File: src/rtl/virq_trap_pkg.sv
package virq_trap_pkg;
  localparam int CTL_W = 16;

  // positions of the controls inside the hypervisor control word
  localparam int POS_TRAP_COMMON = 10;
  localparam int POS_TRAP_GRP0   = 11;
  localparam int POS_TRAP_GRP1   = 12;
  localparam int POS_TRAP_SEI    = 13;
  localparam int POS_TRAP_DEACT  = 14;
  localparam int POS_DIRECT_MASK = 15;

  localparam logic [1:0] LVL_GUEST = 2'd1;

  typedef enum logic [1:0] {
    CLS_GRP0   = 2'd0,
    CLS_GRP1   = 2'd1,
    CLS_COMMON = 2'd2,
    CLS_DEACT  = 2'd3
  } acc_class_e;
endpackage

File: src/rtl/vtrap_rst_sync.sv
module vtrap_rst_sync #(
  parameter int STAGES = 2
) (
  input  logic clk,
  input  logic rst_n,
  output logic srst_n
);
  logic [STAGES-1:0] sync_q;
  logic [STAGES-1:0] sync_d;

  always_comb begin
    sync_d = {sync_q[STAGES-2:0], 1'b1};
  end

  always_ff @(posedge clk or negedge rst_n) begin
    if (!rst_n) sync_q <= '0;
    else        sync_q <= sync_d;
  end

  assign srst_n = sync_q[STAGES-1];
endmodule

File: src/rtl/vtrap_ctl_mask.sv
module vtrap_ctl_mask
  import virq_trap_pkg::*;
#(
  parameter bit HAS_SEI         = 1'b1,
  parameter bit HAS_DEACT_TRAP  = 1'b1,
  parameter bit HAS_DIRECT_MASK = 1'b1
) (
  input  logic [CTL_W-1:0] ctl_i,
  output logic [CTL_W-1:0] ctl_eff_o
);
  function automatic logic [CTL_W-1:0] support_mask();
    logic [CTL_W-1:0] m;
    m = '1;
    m[POS_TRAP_SEI]    = HAS_SEI;
    m[POS_TRAP_DEACT]  = HAS_DEACT_TRAP;
    m[POS_DIRECT_MASK] = HAS_DIRECT_MASK;
    return m;
  endfunction

  localparam logic [CTL_W-1:0] KEEP = support_mask();

  for (genvar g = 0; g < CTL_W; g++) begin : g_bit
    if (KEEP[g]) begin : g_keep
      assign ctl_eff_o[g] = ctl_i[g];
    end else begin : g_tie
      assign ctl_eff_o[g] = 1'b0;
    end
  end
endmodule

File: src/rtl/vtrap_eval.sv
module vtrap_eval
  import virq_trap_pkg::*;
#(
  parameter bit PHYS_DEACT_TRAP = 1'b0
) (
  input  logic       vld,
  input  logic [1:0] cls,
  input  logic       wr,
  input  logic       virt,
  input  logic [1:0] lvl,
  input  logic       en_common,
  input  logic       en_grp0,
  input  logic       en_grp1,
  input  logic       en_deact,
  output logic       trap_hit,
  output logic       pass_hit
);
  acc_class_e cls_e;
  logic       guest;
  logic       deact_wr_sel;
  logic       sel;

  always_comb begin
    cls_e        = acc_class_e'(cls);
    guest        = vld && (lvl == LVL_GUEST);
    deact_wr_sel = wr && en_deact && (virt || PHYS_DEACT_TRAP);
    case (cls_e)
      CLS_GRP0:   sel = en_grp0;
      CLS_GRP1:   sel = en_grp1;
      CLS_COMMON: sel = en_common;
      CLS_DEACT:  sel = en_common || deact_wr_sel;
      default:    sel = 1'b0;
    endcase
    trap_hit = guest && sel;
    pass_hit = vld && !trap_hit;
  end
endmodule

File: src/rtl/vtrap_pipe.sv
module vtrap_pipe (
  input  logic clk,
  input  logic srst_n,
  input  logic trap_hit,
  input  logic pass_hit,
  input  logic sei_hit,
  output logic trap_q,
  output logic pass_q,
  output logic sei_q
);
  logic upd;
  logic trap_d, pass_d, sei_d;

  always_comb begin
    trap_d = trap_hit;
    pass_d = pass_hit;
    sei_d  = sei_hit;
    // load only when something is raised or must be dropped
    upd    = trap_hit | pass_hit | sei_hit | trap_q | pass_q | sei_q;
  end

  always_ff @(posedge clk or negedge srst_n) begin
    if (!srst_n) begin
      trap_q <= 1'b0;
      pass_q <= 1'b0;
      sei_q  <= 1'b0;
    end else if (upd) begin
      trap_q <= trap_d;
      pass_q <= pass_d;
      sei_q  <= sei_d;
    end
  end
endmodule

File: src/rtl/virq_trap_decoder.sv
module virq_trap_decoder
  import virq_trap_pkg::*;
#(
  parameter bit HAS_SEI         = 1'b1,
  parameter bit HAS_DEACT_TRAP  = 1'b1,
  parameter bit PHYS_DEACT_TRAP = 1'b0,
  parameter bit HAS_DIRECT_MASK = 1'b1
) (
  input  logic             clk,
  input  logic             rst_n,
  input  logic             acc_vld_i,
  input  logic [1:0]       acc_class_i,
  input  logic             acc_write_i,
  input  logic             acc_virt_i,
  input  logic [1:0]       acc_lvl_i,
  input  logic [CTL_W-1:0] ctl_i,
  input  logic             sei_evt_i,
  output logic             trap_o,
  output logic             pass_o,
  output logic             sei_trap_o,
  output logic             dimask_o,
  output logic [CTL_W-1:0] ctl_eff_o
);
  logic srst_n;
  logic trap_hit, pass_hit, sei_hit;

  vtrap_rst_sync #(.STAGES(2)) u_rst (
    .clk    (clk),
    .rst_n  (rst_n),
    .srst_n (srst_n)
  );

  vtrap_ctl_mask #(
    .HAS_SEI         (HAS_SEI),
    .HAS_DEACT_TRAP  (HAS_DEACT_TRAP),
    .HAS_DIRECT_MASK (HAS_DIRECT_MASK)
  ) u_mask (
    .ctl_i     (ctl_i),
    .ctl_eff_o (ctl_eff_o)
  );

  vtrap_eval #(.PHYS_DEACT_TRAP(PHYS_DEACT_TRAP)) u_eval (
    .vld       (acc_vld_i),
    .cls       (acc_class_i),
    .wr        (acc_write_i),
    .virt      (acc_virt_i),
    .lvl       (acc_lvl_i),
    .en_common (ctl_eff_o[POS_TRAP_COMMON]),
    .en_grp0   (ctl_eff_o[POS_TRAP_GRP0]),
    .en_grp1   (ctl_eff_o[POS_TRAP_GRP1]),
    .en_deact  (ctl_eff_o[POS_TRAP_DEACT]),
    .trap_hit  (trap_hit),
    .pass_hit  (pass_hit)
  );

  assign sei_hit  = sei_evt_i & ctl_eff_o[POS_TRAP_SEI];
  assign dimask_o = ctl_eff_o[POS_DIRECT_MASK];

  vtrap_pipe u_pipe (
    .clk      (clk),
    .srst_n   (srst_n),
    .trap_hit (trap_hit),
    .pass_hit (pass_hit),
    .sei_hit  (sei_hit),
    .trap_q   (trap_o),
    .pass_q   (pass_o),
    .sei_q    (sei_trap_o)
  );
endmodule

File: config.mk
export PLATFORM = sky130hd
export DESIGN_NAME = virq_trap_decoder
export DESIGN_NICKNAME = d
export VERILOG_FILES = /design/src/rtl/virq_trap_pkg.sv /design/src/rtl/vtrap_rst_sync.sv /design/src/rtl/vtrap_ctl_mask.sv /design/src/rtl/vtrap_eval.sv /design/src/rtl/vtrap_pipe.sv /design/src/rtl/virq_trap_decoder.sv
export SDC_FILE = /design/constraint.sdc
export NUM_CORES = 1
export LEC_CHECK = 0
export ABC_AREA = 1
export BUFFER_PORTS_ARGS = -buffer_cell sky130_fd_sc_hd__clkbuf_2
export CORE_MARGIN = 3
export CORE_UTILIZATION = 25
export DETAILED_ROUTE_END_ITERATION = 10
export PLACE_DENSITY = 0.67
export SETUP_SLACK_MARGIN = 0.05
export SKIP_LAST_GASP = 1
export SYNTH_ARGS = -nofsm -noshare
export SYNTH_HDL_FRONTEND = slang
export SYNTH_SLANG_ARGS = --single-unit
File: constraint.sdc
create_clock -name clk -period 0.8 [get_ports clk]
set_input_delay 0.08 -clock clk [delete_from_list [all_inputs] [get_ports clk]]
set_output_delay 0.08 -clock clk [all_outputs]
set_load 0.02 [all_outputs]
# ---- Word-level counts from Yosys, hierarchy flattened
# Cells that the tools add are included.
dict set report totals {
  regBits 5
  out_inout_bits 20
  word_cells 23
}
dict set report classes {
  n_eq_ne 4
  muxes 1
  bitwise_logic 6
  n_reduce_logical 8
}
# cell count
set op_table {}
lappend op_table {{logical AND 1 bit} 5}
lappend op_table {{bitwise OR 1 bit} 5}
lappend op_table {{equality test 2 x 1 -> 1 bit, second input constant} 2}
lappend op_table {{equality test 2 bit, second input constant} 2}
lappend op_table {{one-hot mux 1 bit (4 select lines)} 1}
lappend op_table {{zero test 2 bit} 1}
lappend op_table {{bitwise AND 1 bit} 1}
lappend op_table {{zero test 1 bit} 1}
lappend op_table {{logical OR 1 bit} 1}

# ---- Logic depth before layout (Yosys ltp)
dict set report depth {
  ltp_word 12
  mapped_depth 6
  mapped_depth_nobuf 6
}

# ---- By module
# Synthesis repeated with hierarchy kept, for this count alone.
dict set report unflattened {
  hier_cells 46
  hier_area_um2 346.6
}
# mod instances cells_each area_each_um2 seq_area_each_um2
set modules_own_cells {}
lappend modules_own_cells {vtrap_ctl_mask 1 16 120.1 0.0}
lappend modules_own_cells {vtrap_pipe 1 6 86.3 75.1}
lappend modules_own_cells {vtrap_eval 1 18 71.3 0.0}
lappend modules_own_cells {vtrap_rst_sync 1 3 53.8 50.0}
lappend modules_own_cells {virq_trap_decoder 1 3 15.0 0.0}

# ---- Least setup slack after synthesis
# OpenSTA, ideal clock, no wires.
dict set report synth_path {
  path_type {input port to flip-flop}
  from {input acc_lvl_i[1]}
  to {register u_pipe.pass_q}
  setup_time_ps 116
  arrival_time_ps 398
  required_ps 684
  slack_ps 286
  stages 6
  path_buffers 0
  path_cell_list {inv_1 > nand2_1 > nor2_1 > nand2_1 > nor2_2 > nor2_1}
}
dict set report synth_between {
  elab_chain_len 10
}
# item line
set synth_rtl {}
lappend synth_rtl {{start, declared} virq_trap_decoder.sv:15} ;# input logic [1:0] acc_lvl_i,
lappend synth_rtl {{equality test 2 x 1 -> 1 bit (*)} vtrap_eval.sv:25} ;# guest = vld && (lvl == LVL_GUEST);
lappend synth_rtl {{logical AND 1 bit (*)} vtrap_eval.sv:25}
lappend synth_rtl {{logical AND 1 bit (*)} vtrap_eval.sv:34} ;# trap_hit = guest && sel;
lappend synth_rtl {{zero test 1 bit} vtrap_eval.sv:35} ;# pass_hit = vld && !trap_hit;
lappend synth_rtl {{logical AND 1 bit} vtrap_eval.sv:35}
lappend synth_rtl {{bitwise OR 1 bit (5 in a row)} vtrap_pipe.sv:19} ;# upd = trap_hit | pass_hit | sei_hit | trap_q | pass_q | sei_q;
lappend synth_rtl {{end signal, assigned} vtrap_pipe.sv:29} ;# pass_q <= pass_d;
lappend synth_rtl {{end, declared} vtrap_pipe.sv:8} ;# output logic pass_q,
# Mark *: on every way between the ends. The rest lies on a longest branch, timed or not.
# A chain may end at the register's enable or synchronous reset.

# ---- Worst setup path in the final report
dict set report layout_path {
  from {register u_pipe.sei_q}
  to {output sei_trap_o}
}
# item line
set layout_rtl {}
lappend layout_rtl {{start, declared} vtrap_pipe.sv:9} ;# output logic sei_q
lappend layout_rtl {{start signal, assigned} vtrap_pipe.sv:30} ;# sei_q <= sei_d;
lappend layout_rtl {{end, declared} virq_trap_decoder.sv:20} ;# output logic sei_trap_o,
# No word-level cell between the ends.

==> flow_summary.ini <==
[finish]
final_common_cell = clkbuf_2
stdcell_area_um2 = 395
diodes = 0
syn2layout_area_growth_pct = 16.2
drive_gt1_share_pct = 52.8
final_cell_mix = clkbuf_2, nand2_1, inv_1, dfrtp_1
nNetsFinal = 80

[global_routing]
grt_max_degree = 4
grt_pass1_wl_um = 897
antenna_found_initial = 0
overflow = 0
first_global_vias = 241
grt_util_all_layers_pct = 7.54

[critical_path]
worst_setup_path_end_kind = output pin
crit_type = reg2out
startpoint_type = register
critical_path_buf_inv_count = 1
required_ns = 0.72
critPathMaxFanout = 1
cp_slowest_stage_delay_ns = 0.37
worstPathCellList = buf_6
cp_top_family = flip-flops
slowest_stage = dfrtp_1
critPathArrivalTime_ns = 0.75

[detailed_routing]
vias = 246
dr.pass1.iters = 1
drc = 0
avgRoutedWirePerCell_um = 8.67
drtIter0Drc = 0
drtAntennaViolNets = 0
vias_per_cell = 3.67
routed_wl_um = 581

[clock_tree]
path_clk_slew_ns = 0.04
cts_tree = done
clock_latency_ns = 0.24
cts_max_path_buffers = 2
postCtsSetupRepairBufs = 0
htreeDepth = 1
root_buffer = clkbuf_4
cts_buffers = 3
cts.sinks = 5

[floorplan]
die_y_um = 42.9
dieArea_mm2 = 0.00184
fp.dieW_um = 42.9
core-area_mm2 = 0.00119
io_pins = 46
initial_core_util_pct = 28.7
rows = 12

[sta]
hold_viol_final = 0
finalSetupViolations = 3
rsz0062_at_grt = yes
fin_crit_ns = 0.827
whs_ns = 0.0357
setup_slack_ns = -0.0271
finalCritPeriodShare_pct = 103
finClkSkew_ns = 0.00402
tns_ns = -0.0535
drv_slew = 0
fmax_mhz = 1210

[logic_synthesis]
synth-compound-area-share_pct = 0
ys_ff_latch = 5
yosys.area_share.adder_pct = 0
synth_xor_area_share_pct = 0
synth_top_family_by_area = buffers and inverters
synth.avg_cell_area_um2 = 7.91
syn_nets = 69
ys_seq_area_share_pct = 36.8
synth-simple-area-share_pct = 18.0
synth_mux_area_share_pct = 0
netlist_area_um2 = 340
syn_inst = 43
synth_cell_type_count = 10
yosysWarnings = 0

[pwr]
ir_drop_mv = 0.286
p_per_area_mw_per_mm2 = 1740
power.leakage_nw = 0.240

[placement]
hpwl_um = 505
portBuffers = 22
gp_congestion = 0.609
place_area_um2 = 340

[hold_path]
min_path_type = reg2async

[run]
cap_violations = 0

[run_status]
violations = setup timing
status = finished with violations
-- flip-flops by register name (all words and copies together) (netlist names) --
signal	cells
u_pipe.pass_q	1
u_pipe.sei_q	1
u_pipe.trap_q	1
u_rst.sync_q	2
-- layout make-up --
cell class,instances,area (um^2)
clock buffer,4,26.3
fill,130,791
inverter,6,22.5
multi-input combinational,15,65.1
sequential,5,125
tap,14,17.5
timing repair buffer,23,139
-- final timing paths --
kind	start	end	slack, ns	cells after the start
worst max register to register	u_rst.sync_q[0]	u_rst.sync_q[1]	0.33	0
worst max-delay path	u_pipe.sei_q	sei_trap_o	-0.03	1
min in group clk	sei_evt_i	u_pipe.sei_q	0.04	3
worst min-delay path	u_rst.sync_q[1]	u_pipe.trap_q	0.04	0
max in group asynchronous	rst_n	u_rst.sync_q[1]	0.55	2
worst min register to register	u_rst.sync_q[1]	u_pipe.trap_q	0.04	0
-- report_power, final --
part	switching [mW]	total [mW]	internal, mW
Clock	0.101	0.289	0.188
Combinational	0.0645	0.125	0.0603
Sequential	0.00700	0.274	0.267
-- repair_timing --
action / in CTS / in global routing
endpoints found under the setup margin: 3 / 3
cloned: 0 / 0
gates resized for setup: 0 / 9
hold buffers: 1 / 0
endpoints found under the hold margin: 2 / 0
-- metrics by stage --
| stage | cells | power, mW | util (%) | setup slack (ns) |
|---|---|---|---|---|
| finish | 67 | 0.687 | 33.3 | -0.0271 |
| detailed placement | 62 | 0.390 | 28.7 | 0.144 |
| global route | 67 | 0.734 | 33.3 | -0.0613 |
| global placement | 62 | 0.387 | 28.7 | 0.148 |
| CTS | 67 | 0.702 | 31.8 | -0.0551 |
| floorplan | 43 | 0.432 | - | 0.286 |
-- layer usage --
metal | GRT usage, % | share of wire [%] | vias to the layer above
li1 | - | - | 125
met1 | 5.09 | 30 | 101
met2 | 11.1 | 52 | 14
met3 | 2.54 | 14 | 6
met4 | 14.9 | 3.6 | 0
met5 | 0 | 0 | -
-- cell families (layout without fill, tap and decap cells) --
logic type             Yosys count  count (layout)
buffers and inverters           23              33
other                            1               1
flip-flops                       5               5
AND/OR/NAND/NOR                 14              14
-- Yosys cell counts, drive strengths merged --
master	n	area share, %
conb	1	1.1
inv	5	5.5
buf	17	37
dfrtp	5	37
nor2	5	7.0
nand3	1	1.5
nand2	8	9.6
clkinv	1	1.1
Power figures use the tool's default switching activity.
